`config.mk`:
```
export PLATFORM = sky130hd
export DESIGN_NAME = kwdt_top
export DESIGN_NICKNAME = d
export VERILOG_FILES = /design/src/rtl/kwdt_pkg.sv /design/src/rtl/kwdt_keygate.sv /design/src/rtl/kwdt_regs.sv /design/src/rtl/kwdt_prescale.sv /design/src/rtl/kwdt_count.sv /design/src/rtl/kwdt_top.sv
export SDC_FILE = /design/constraint.sdc
export NUM_CORES = 1
export LEC_CHECK = 0
export BUFFER_PORTS_ARGS = -buffer_cell sky130_fd_sc_hd__buf_4
export CORE_MARGIN = 3
export CORE_UTILIZATION = 51
export DETAILED_ROUTE_END_ITERATION = 10
export PLACE_DENSITY_LB_ADDON = 0.1
export SLEW_MARGIN = 0
export SYNTH_ARGS = -nofsm -noshare
export SYNTH_HDL_FRONTEND = slang
export SYNTH_SLANG_ARGS = --single-unit
```
`constraint.sdc`:
```
create_clock -name clk -period 2.2 [get_ports clk]
set_input_delay 0.22 -clock clk [delete_from_list [all_inputs] [get_ports clk]]
set_output_delay 0.22 -clock clk [all_outputs]
set_load 0.05 [all_outputs]
```
`src/rtl/kwdt_pkg.sv`:
```
package kwdt_pkg;

    localparam int ADDR_W = 5;
    localparam int DATA_W = 32;
    localparam int BE_W   = DATA_W / 8;
    localparam int IRQ_N  = 3;

    localparam logic [ADDR_W-1:0] OFS_CTL   = 5'h00;
    localparam logic [ADDR_W-1:0] OFS_CFG   = 5'h04;
    localparam logic [ADDR_W-1:0] OFS_PRE_A = 5'h08;
    localparam logic [ADDR_W-1:0] OFS_PRE_B = 5'h0C;
    localparam logic [ADDR_W-1:0] OFS_RLD   = 5'h10;

    localparam logic [15:0] KEY_FIRST  = 16'h0080;
    localparam logic [15:0] KEY_SECOND = 16'h0086;

    localparam int RLD_CMD_BIT  = 8;
    localparam int RLD_FLAG_BIT = 9;

    typedef enum logic [1:0] {
        KEY_IDLE  = 2'd0,
        KEY_HALF  = 2'd1,
        KEY_ARMED = 2'd2
    } key_st_e;

    typedef enum logic {
        STG_A = 1'b0,
        STG_B = 1'b1
    } stage_e;

    typedef struct packed {
        logic       rst_off;
        logic       fast;
        logic [1:0] itype;
    } cfg_t;

    typedef struct packed {
        logic func;
        logic en;
        logic lock;
    } ctl_t;

    function automatic logic [DATA_W-1:0] lane_merge(
        input logic [DATA_W-1:0] old_v,
        input logic [DATA_W-1:0] new_v,
        input logic [BE_W-1:0]   be
    );
        logic [DATA_W-1:0] r;
        r = old_v;
        for (int b = 0; b < BE_W; b++) begin
            if (be[b]) r[8*b +: 8] = new_v[8*b +: 8];
        end
        return r;
    endfunction

    function automatic logic key_word(
        input logic [15:0] w,
        input logic [1:0]  be,
        input logic [15:0] k
    );
        return (be == 2'b11) && (w == k);
    endfunction

endpackage

```
`src/rtl/kwdt_keygate.sv`:
```
module kwdt_keygate
    import kwdt_pkg::*;
(
    input  logic        clk,
    input  logic        rst,
    input  logic        wr_rld,
    input  logic        wr_pre,
    input  logic [15:0] wlo,
    input  logic [1:0]  be_lo,
    output logic        accept,
    output key_st_e     state
);

    key_st_e nxt;

    always_comb begin
        nxt    = state;
        accept = 1'b0;
        unique case (state)
            KEY_IDLE: begin
                if (wr_rld && key_word(wlo, be_lo, KEY_FIRST)) nxt = KEY_HALF;
            end
            KEY_HALF: begin
                if (wr_rld) begin
                    nxt = key_word(wlo, be_lo, KEY_SECOND) ? KEY_ARMED : KEY_IDLE;
                end
            end
            KEY_ARMED: begin
                if (wr_rld || wr_pre) begin
                    accept = 1'b1;
                    nxt    = KEY_IDLE;
                end
            end
            default: nxt = KEY_IDLE;
        endcase
    end

    always_ff @(posedge clk) begin
        if (rst) state <= KEY_IDLE;
        else     state <= nxt;
    end

endmodule

```
`src/rtl/kwdt_regs.sv`:
```
module kwdt_regs
    import kwdt_pkg::*;
#(
    parameter int              PRE_W   = 20,
    parameter logic [PRE_W-1:0] PRE_RST = 20'd15360
) (
    input  logic              clk,
    input  logic              rst,
    input  logic [ADDR_W-1:0] addr,
    input  logic [DATA_W-1:0] wdata,
    input  logic              we,
    input  logic [BE_W-1:0]   be,
    input  logic              flag_set,
    output logic [DATA_W-1:0] rdata,
    output cfg_t              cfg_q,
    output ctl_t              ctl_q,
    output logic [PRE_W-1:0]  pre_a,
    output logic [PRE_W-1:0]  pre_b,
    output logic              reload_cmd,
    output logic              flag_clr,
    output logic              flag_q,
    output key_st_e           key_st
);

    logic wr_rld, wr_pre_a, wr_pre_b, accept;
    logic [DATA_W-1:0] merge_a, merge_b;

    assign wr_rld   = we && (addr == OFS_RLD);
    assign wr_pre_a = we && (addr == OFS_PRE_A);
    assign wr_pre_b = we && (addr == OFS_PRE_B);

    kwdt_keygate u_key (
        .clk    (clk),
        .rst    (rst),
        .wr_rld (wr_rld),
        .wr_pre (wr_pre_a || wr_pre_b),
        .wlo    (wdata[15:0]),
        .be_lo  (be[1:0]),
        .accept (accept),
        .state  (key_st)
    );

    assign reload_cmd = accept && wr_rld && be[1] && wdata[RLD_CMD_BIT];
    assign flag_clr   = accept && wr_rld && be[1] && wdata[RLD_FLAG_BIT];

    assign merge_a = lane_merge(DATA_W'(pre_a), wdata, be);
    assign merge_b = lane_merge(DATA_W'(pre_b), wdata, be);

    always_ff @(posedge clk) begin
        if (rst) begin
            ctl_q  <= '0;
            cfg_q  <= '{rst_off: 1'b0, fast: 1'b0, itype: 2'b11};
            pre_a  <= PRE_RST;
            pre_b  <= PRE_RST;
            flag_q <= 1'b0;
        end else begin
            if (we && (addr == OFS_CTL) && be[0]) begin
                ctl_q.lock <= ctl_q.lock | wdata[0];
                ctl_q.en   <= ctl_q.lock ? (ctl_q.en | wdata[1]) : wdata[1];
                ctl_q.func <= wdata[2];
            end
            if (we && (addr == OFS_CFG) && be[0]) begin
                cfg_q.rst_off <= wdata[5];
                cfg_q.fast    <= wdata[2];
                cfg_q.itype   <= wdata[1:0];
            end
            if (accept && wr_pre_a) pre_a <= merge_a[PRE_W-1:0];
            if (accept && wr_pre_b) pre_b <= merge_b[PRE_W-1:0];
            if (flag_set)      flag_q <= 1'b1;
            else if (flag_clr) flag_q <= 1'b0;
        end
    end

    always_comb begin
        rdata = '0;
        unique case (addr)
            OFS_CTL:   rdata = DATA_W'({ctl_q.func, ctl_q.en, ctl_q.lock});
            OFS_CFG:   rdata = DATA_W'({cfg_q.rst_off, 2'b00, cfg_q.fast, cfg_q.itype});
            OFS_PRE_A: rdata = DATA_W'(pre_a);
            OFS_PRE_B: rdata = DATA_W'(pre_b);
            OFS_RLD:   rdata[RLD_FLAG_BIT] = flag_q;
            default:   rdata = '0;
        endcase
    end

endmodule

```
`src/rtl/kwdt_prescale.sv`:
```
module kwdt_prescale #(
    parameter int SLOW_SHIFT = 15,
    parameter int FAST_SHIFT = 5
) (
    input  logic clk,
    input  logic rst,
    input  logic run,
    input  logic clear,
    input  logic fast,
    output logic tick
);

    localparam int DIV_W = (SLOW_SHIFT > FAST_SHIFT) ? SLOW_SHIFT : FAST_SHIFT;
    localparam logic [DIV_W-1:0] LIM_SLOW = DIV_W'((64'd1 << SLOW_SHIFT) - 64'd1);
    localparam logic [DIV_W-1:0] LIM_FAST = DIV_W'((64'd1 << FAST_SHIFT) - 64'd1);

    logic [DIV_W-1:0] div_q;
    logic [DIV_W-1:0] limit;

    assign limit = fast ? LIM_FAST : LIM_SLOW;
    assign tick  = run && !clear && (div_q >= limit);

    always_ff @(posedge clk) begin
        if (rst || clear || !run) div_q <= '0;
        else if (tick)            div_q <= '0;
        else                      div_q <= div_q + 1'b1;
    end

endmodule

```
`src/rtl/kwdt_count.sv`:
```
module kwdt_count
    import kwdt_pkg::*;
#(
    parameter int PRE_W = 20
) (
    input  logic             clk,
    input  logic             rst,
    input  logic             tick,
    input  logic             en,
    input  logic             reload_cmd,
    input  logic             func,
    input  logic             rst_off,
    input  logic [1:0]       itype,
    input  logic [PRE_W-1:0] pre_a,
    input  logic [PRE_W-1:0] pre_b,
    output logic [IRQ_N-1:0] irq_q,
    output logic             rst_pulse_q,
    output logic             exp2_wd
);

    logic [PRE_W-1:0] count_q;
    stage_e           stage_q;
    logic             expire, exp1, exp2;

    assign expire  = en && !reload_cmd && tick && (count_q == '0);
    assign exp1    = expire && (stage_q == STG_A);
    assign exp2    = expire && (stage_q == STG_B);
    assign exp2_wd = exp2 && !func;

    always_ff @(posedge clk) begin
        if (rst) begin
            count_q <= '0;
            stage_q <= STG_A;
        end else if (!en || reload_cmd) begin
            count_q <= pre_a;
            stage_q <= STG_A;
        end else if (tick) begin
            if (count_q == '0) begin
                if (stage_q == STG_A) begin
                    stage_q <= STG_B;
                    count_q <= pre_b;
                end else begin
                    stage_q <= STG_A;
                    count_q <= pre_a;
                end
            end else begin
                count_q <= count_q - 1'b1;
            end
        end
    end

    for (genvar i = 0; i < IRQ_N; i++) begin : g_irq
        always_ff @(posedge clk) begin
            if (rst) irq_q[i] <= 1'b0;
            else     irq_q[i] <= exp1 && (itype == 2'(i));
        end
    end

    always_ff @(posedge clk) begin
        if (rst) rst_pulse_q <= 1'b0;
        else     rst_pulse_q <= exp2_wd && !rst_off;
    end

endmodule

```
`src/rtl/kwdt_top.sv`:
```
module kwdt_top
    import kwdt_pkg::*;
#(
    parameter int              PRE_W      = 20,
    parameter logic [PRE_W-1:0] PRE_RST    = 20'd15360,
    parameter int              SLOW_SHIFT = 15,
    parameter int              FAST_SHIFT = 5
) (
    input  logic              clk,
    input  logic              rst,
    input  logic [ADDR_W-1:0] bus_addr,
    input  logic [DATA_W-1:0] bus_wdata,
    input  logic              bus_we,
    input  logic [BE_W-1:0]   bus_be,
    output logic [DATA_W-1:0] bus_rdata,
    output logic [IRQ_N-1:0]  irq_out,
    output logic              wdt_rst_out
);

    cfg_t             cfg_q;
    ctl_t             ctl_q;
    logic [PRE_W-1:0] pre_a, pre_b;
    logic             reload_cmd, flag_clr, flag_q, exp2_wd, tick;
    key_st_e          key_st;
    logic             lock_s, en_s, func_s, key_armed, prot_wr;

    assign lock_s    = ctl_q.lock;
    assign en_s      = ctl_q.en;
    assign func_s    = ctl_q.func;
    assign key_armed = (key_st == KEY_ARMED);
    assign prot_wr   = bus_we && ((bus_addr == OFS_RLD) || (bus_addr == OFS_PRE_A) ||
                                  (bus_addr == OFS_PRE_B));

    kwdt_regs #(.PRE_W(PRE_W), .PRE_RST(PRE_RST)) u_regs (
        .clk        (clk),
        .rst        (rst),
        .addr       (bus_addr),
        .wdata      (bus_wdata),
        .we         (bus_we),
        .be         (bus_be),
        .flag_set   (exp2_wd),
        .rdata      (bus_rdata),
        .cfg_q      (cfg_q),
        .ctl_q      (ctl_q),
        .pre_a      (pre_a),
        .pre_b      (pre_b),
        .reload_cmd (reload_cmd),
        .flag_clr   (flag_clr),
        .flag_q     (flag_q),
        .key_st     (key_st)
    );

    kwdt_prescale #(.SLOW_SHIFT(SLOW_SHIFT), .FAST_SHIFT(FAST_SHIFT)) u_pre (
        .clk   (clk),
        .rst   (rst),
        .run   (ctl_q.en),
        .clear (reload_cmd),
        .fast  (cfg_q.fast),
        .tick  (tick)
    );

    kwdt_count #(.PRE_W(PRE_W)) u_cnt (
        .clk         (clk),
        .rst         (rst),
        .tick        (tick),
        .en          (ctl_q.en),
        .reload_cmd  (reload_cmd),
        .func        (ctl_q.func),
        .rst_off     (cfg_q.rst_off),
        .itype       (cfg_q.itype),
        .pre_a       (pre_a),
        .pre_b       (pre_b),
        .irq_q       (irq_out),
        .rst_pulse_q (wdt_rst_out),
        .exp2_wd     (exp2_wd)
    );

endmodule

```
==> metrics.cfg <==
[logic_synthesis]
async_flop_share_pct=0
synth_cells=558
synthTopCellsByArea=dfxtp_1, mux2i_1, nor2_1, nand2_1, xor2_1
synth.distinct_cells=56
synth_area_um2=4920
yosysTopAreaCellShare_pct=36.6
synth-seq-area-share_pct=36.6
synth_edf_count=0
yosysWarnings=0
synth_top_area_cell=dfxtp_1
syn_avg_cell_area_um2=8.82
yosys_most_used_dff=dfxtp_1
yosys_register_bits=90

[power]
p_total_mw=2.92
powerDensity_nw_per_um2=512
p_leak_nw=2.43
peakVddDrop_uv=259

[setup_path]
cp_common_cell=nand2_1
reg2reg_from=u_cnt.count_q[4]
slowest_delay_ns=0.48
cp.arrival_ns=2.37
r2r_end=u_cnt.count_q[0]
critical_path.endpoint_type=flip-flop
cp_top_family=simple AND/OR/NAND/NOR gates
crit_chain=nor4_1 -> and4_1 -> nand2_1 -> buf_4 -> nand2_1 -> o21ai_0 -> o31ai_1
r2r_cells=7
crit_type=flip-flop to flip-flop
cpMaxStageDelayCell=nor4_1
critPathRequiredTime_ns=2.49
r2r_slack_ns=0.12
critPathMaxFanout=7
path_buf_inv=1
critPathLaunchType=flip-flop

[grt]
grt_max_degree=54
grt_pass1_vias=4117
grt_pass1_wl_um=20400
grt_overflow=0
antenna_found_initial=0
grt_use_total_pct=22.9

[finish]
layout_common_cells=dfxtp_1, buf_4, nor2_1, nand2_1, mux2i_1
drive_gt1_share_pct=17.6
mostFrequentLayoutCell=dfxtp_1
n_antenna_cell=0
nFillCells=822
syn_to_final_growth_pct=15.8
fin_nets=670

[route]
wire_per_inst_um=16.7
drtIter0Drc=235
final_antenna_net_count=0
drc=0
via_per_inst=5.80
vias=4329
drt_wl_total_um=12500
firstDrtPassIters=5

[clock_tree]
cts_tree=built
clk_latency_ns=0.37
htreeDepth=3
cts_buffer_depth=2
cts_root_buffer=clkbuf_8
clk_pin_slew_ns=0.09
cts.sink_count=90
cts_inserted_buffers=9

[hold_path]
hold_depth=3
hold_path.class=input port to flip-flop
min-delay-start=bus_wdata[16]
hold_path_end=u_regs.pre_a[16]

[placement]
place_hpwl_um=9210
port_buffers=54
pre_cts_ws_ns=0.0147
place.gp.congestion=0.869

[sta]
setup_viol=0
maxSlewViolCount=0
max_freq_mhz=481
setup_slack_ns=0.122
worstMarginPinSlew_ns=0.554
fin_skew_ns=0.0118
slew_headroom_pct=63.1
hold_viol_final=0
period_share_pct=94.5
min_period_ns=2.08

[floorplan]
dieArea_um2=10900
die_h_um=104
pin_count=80
start_util_pct=52.8
rows=35
core-area_um2=9330
fp.dieW_um=104

[run_status]
status=completed

[flow_run]
cap_violations=0

[metal layers]
| layer | track usage [%] | wire (µm) |
|---|---|---|
| met1 | 32.3 | 6080 |
| met2 | 35.7 | 5600 |
| met3 | 3.10 | 560 |
| met4 | 8.45 | 267 |
| met5 | 0 | 0 |
[stage by stage]
step / hold WS, ns / setup TNS, ns / std cells / util [%] / cell area, µm²
after global routing: 0.113 / -0.00900 / 747 / 61.1 / 5700
after detailed placement: 0.428 / 0 / 731 / 58.8 / 5480
after floorplan: 0.359 / 0 / 569 / - / 4970
after global placement: 0.416 / 0 / 731 / 58.8 / 5480
after CTS: 0.0939 / -0.0115 / 747 / 60.7 / 5660
final: 0.102 / 0 / 747 / 61.1 / 5700
[synth_stat cells, drive strengths merged, types with 3 or more instances]
library cell and n:
clkbuf 19, dfxtp 90, and3 13, or4 3, nand2b 3, nor3b 6, a21oi 10, o21ai 27
nor2 71, inv 6, nor4 16, a22o 15, nand4 5, nand3 16, xor2 20, a211o 10
a32oi 17, nor3 6, nand2 53, xnor2 9, mux4 3, o2111ai 6, buf 25, and2 6
ha 13, o31ai 5, mux2i 53, nor2b 6
[flip-flops by register name, summed over array words and instances, names as in the netlist]
signal / cells
u_cnt.count_q: 20
u_cnt.irq_q: 3
u_cnt.rst_pulse_q: 1
u_cnt.stage_q: 1
u_pre.div_q: 15
u_regs.cfg_q: 4
u_regs.ctl_q: 3
u_regs.flag_q: 1
u_regs.pre_a: 20
u_regs.pre_b: 20
u_regs.u_key.state: 2
[worst max path at each step]
stage / startpoint / to / depth (start not counted)
final: u_cnt.count_q[4] / u_cnt.count_q[0] / 7
after global routing: u_regs.cfg_q[2] / u_cnt.count_q[0] / 7
after CTS: u_regs.cfg_q[2] / u_cnt.irq_q[0] / 7
after detailed placement: u_regs.cfg_q[2] / u_cnt.irq_q[0] / 7
after global placement: u_regs.cfg_q[2] / u_cnt.irq_q[0] / 7
after floorplan: u_regs.cfg_q[2] / u_cnt.count_q[19] / 9
[area by class of cell]
class	instances	area [µm²]	area share (%)
well taps	129	161	2.83
repair buffers	77	603	10.6
clock buffers	11	141	2.48
flip-flops and latches	90	1810	31.7
multi-input cells	429	2930	51.4
inverters	6	22.5	0.395
clock inverters	5	38.8	0.681
[report_power, final]
part / internal, mW / switching, mW / total (mW)
Clock: 0.445 / 0.604 / 1.05
Combinational: 0.0805 / 0.150 / 0.231
Sequential: 1.63 / 0.00692 / 1.64
Total: 2.16 / 0.761 / 2.92
[tightest hold or removal path: stages]
cell     delay, ns
buf_4         0.08
mux2i_1       0.05
nor2_1        0.07
[what timing repair did]
item / CTS / global route
resized for setup: 0 / 10
pin swaps: 0 / 2
endpoints found under the setup margin: 1 / 39
hold buffers: 0 / 0
buffers inserted: 0 / 0
[cell families after synthesis]
group	synth area share [%]
AOI/OAI and AO/OA	15.0
xor gates and xnor gates	5.16
adders and majority gates	3.30
buffers and inverters	5.46
DFF	36.6
muxes	12.6
other	0.0762
and+or+nand+nor	21.8
(Power assumes the default switching activity.)
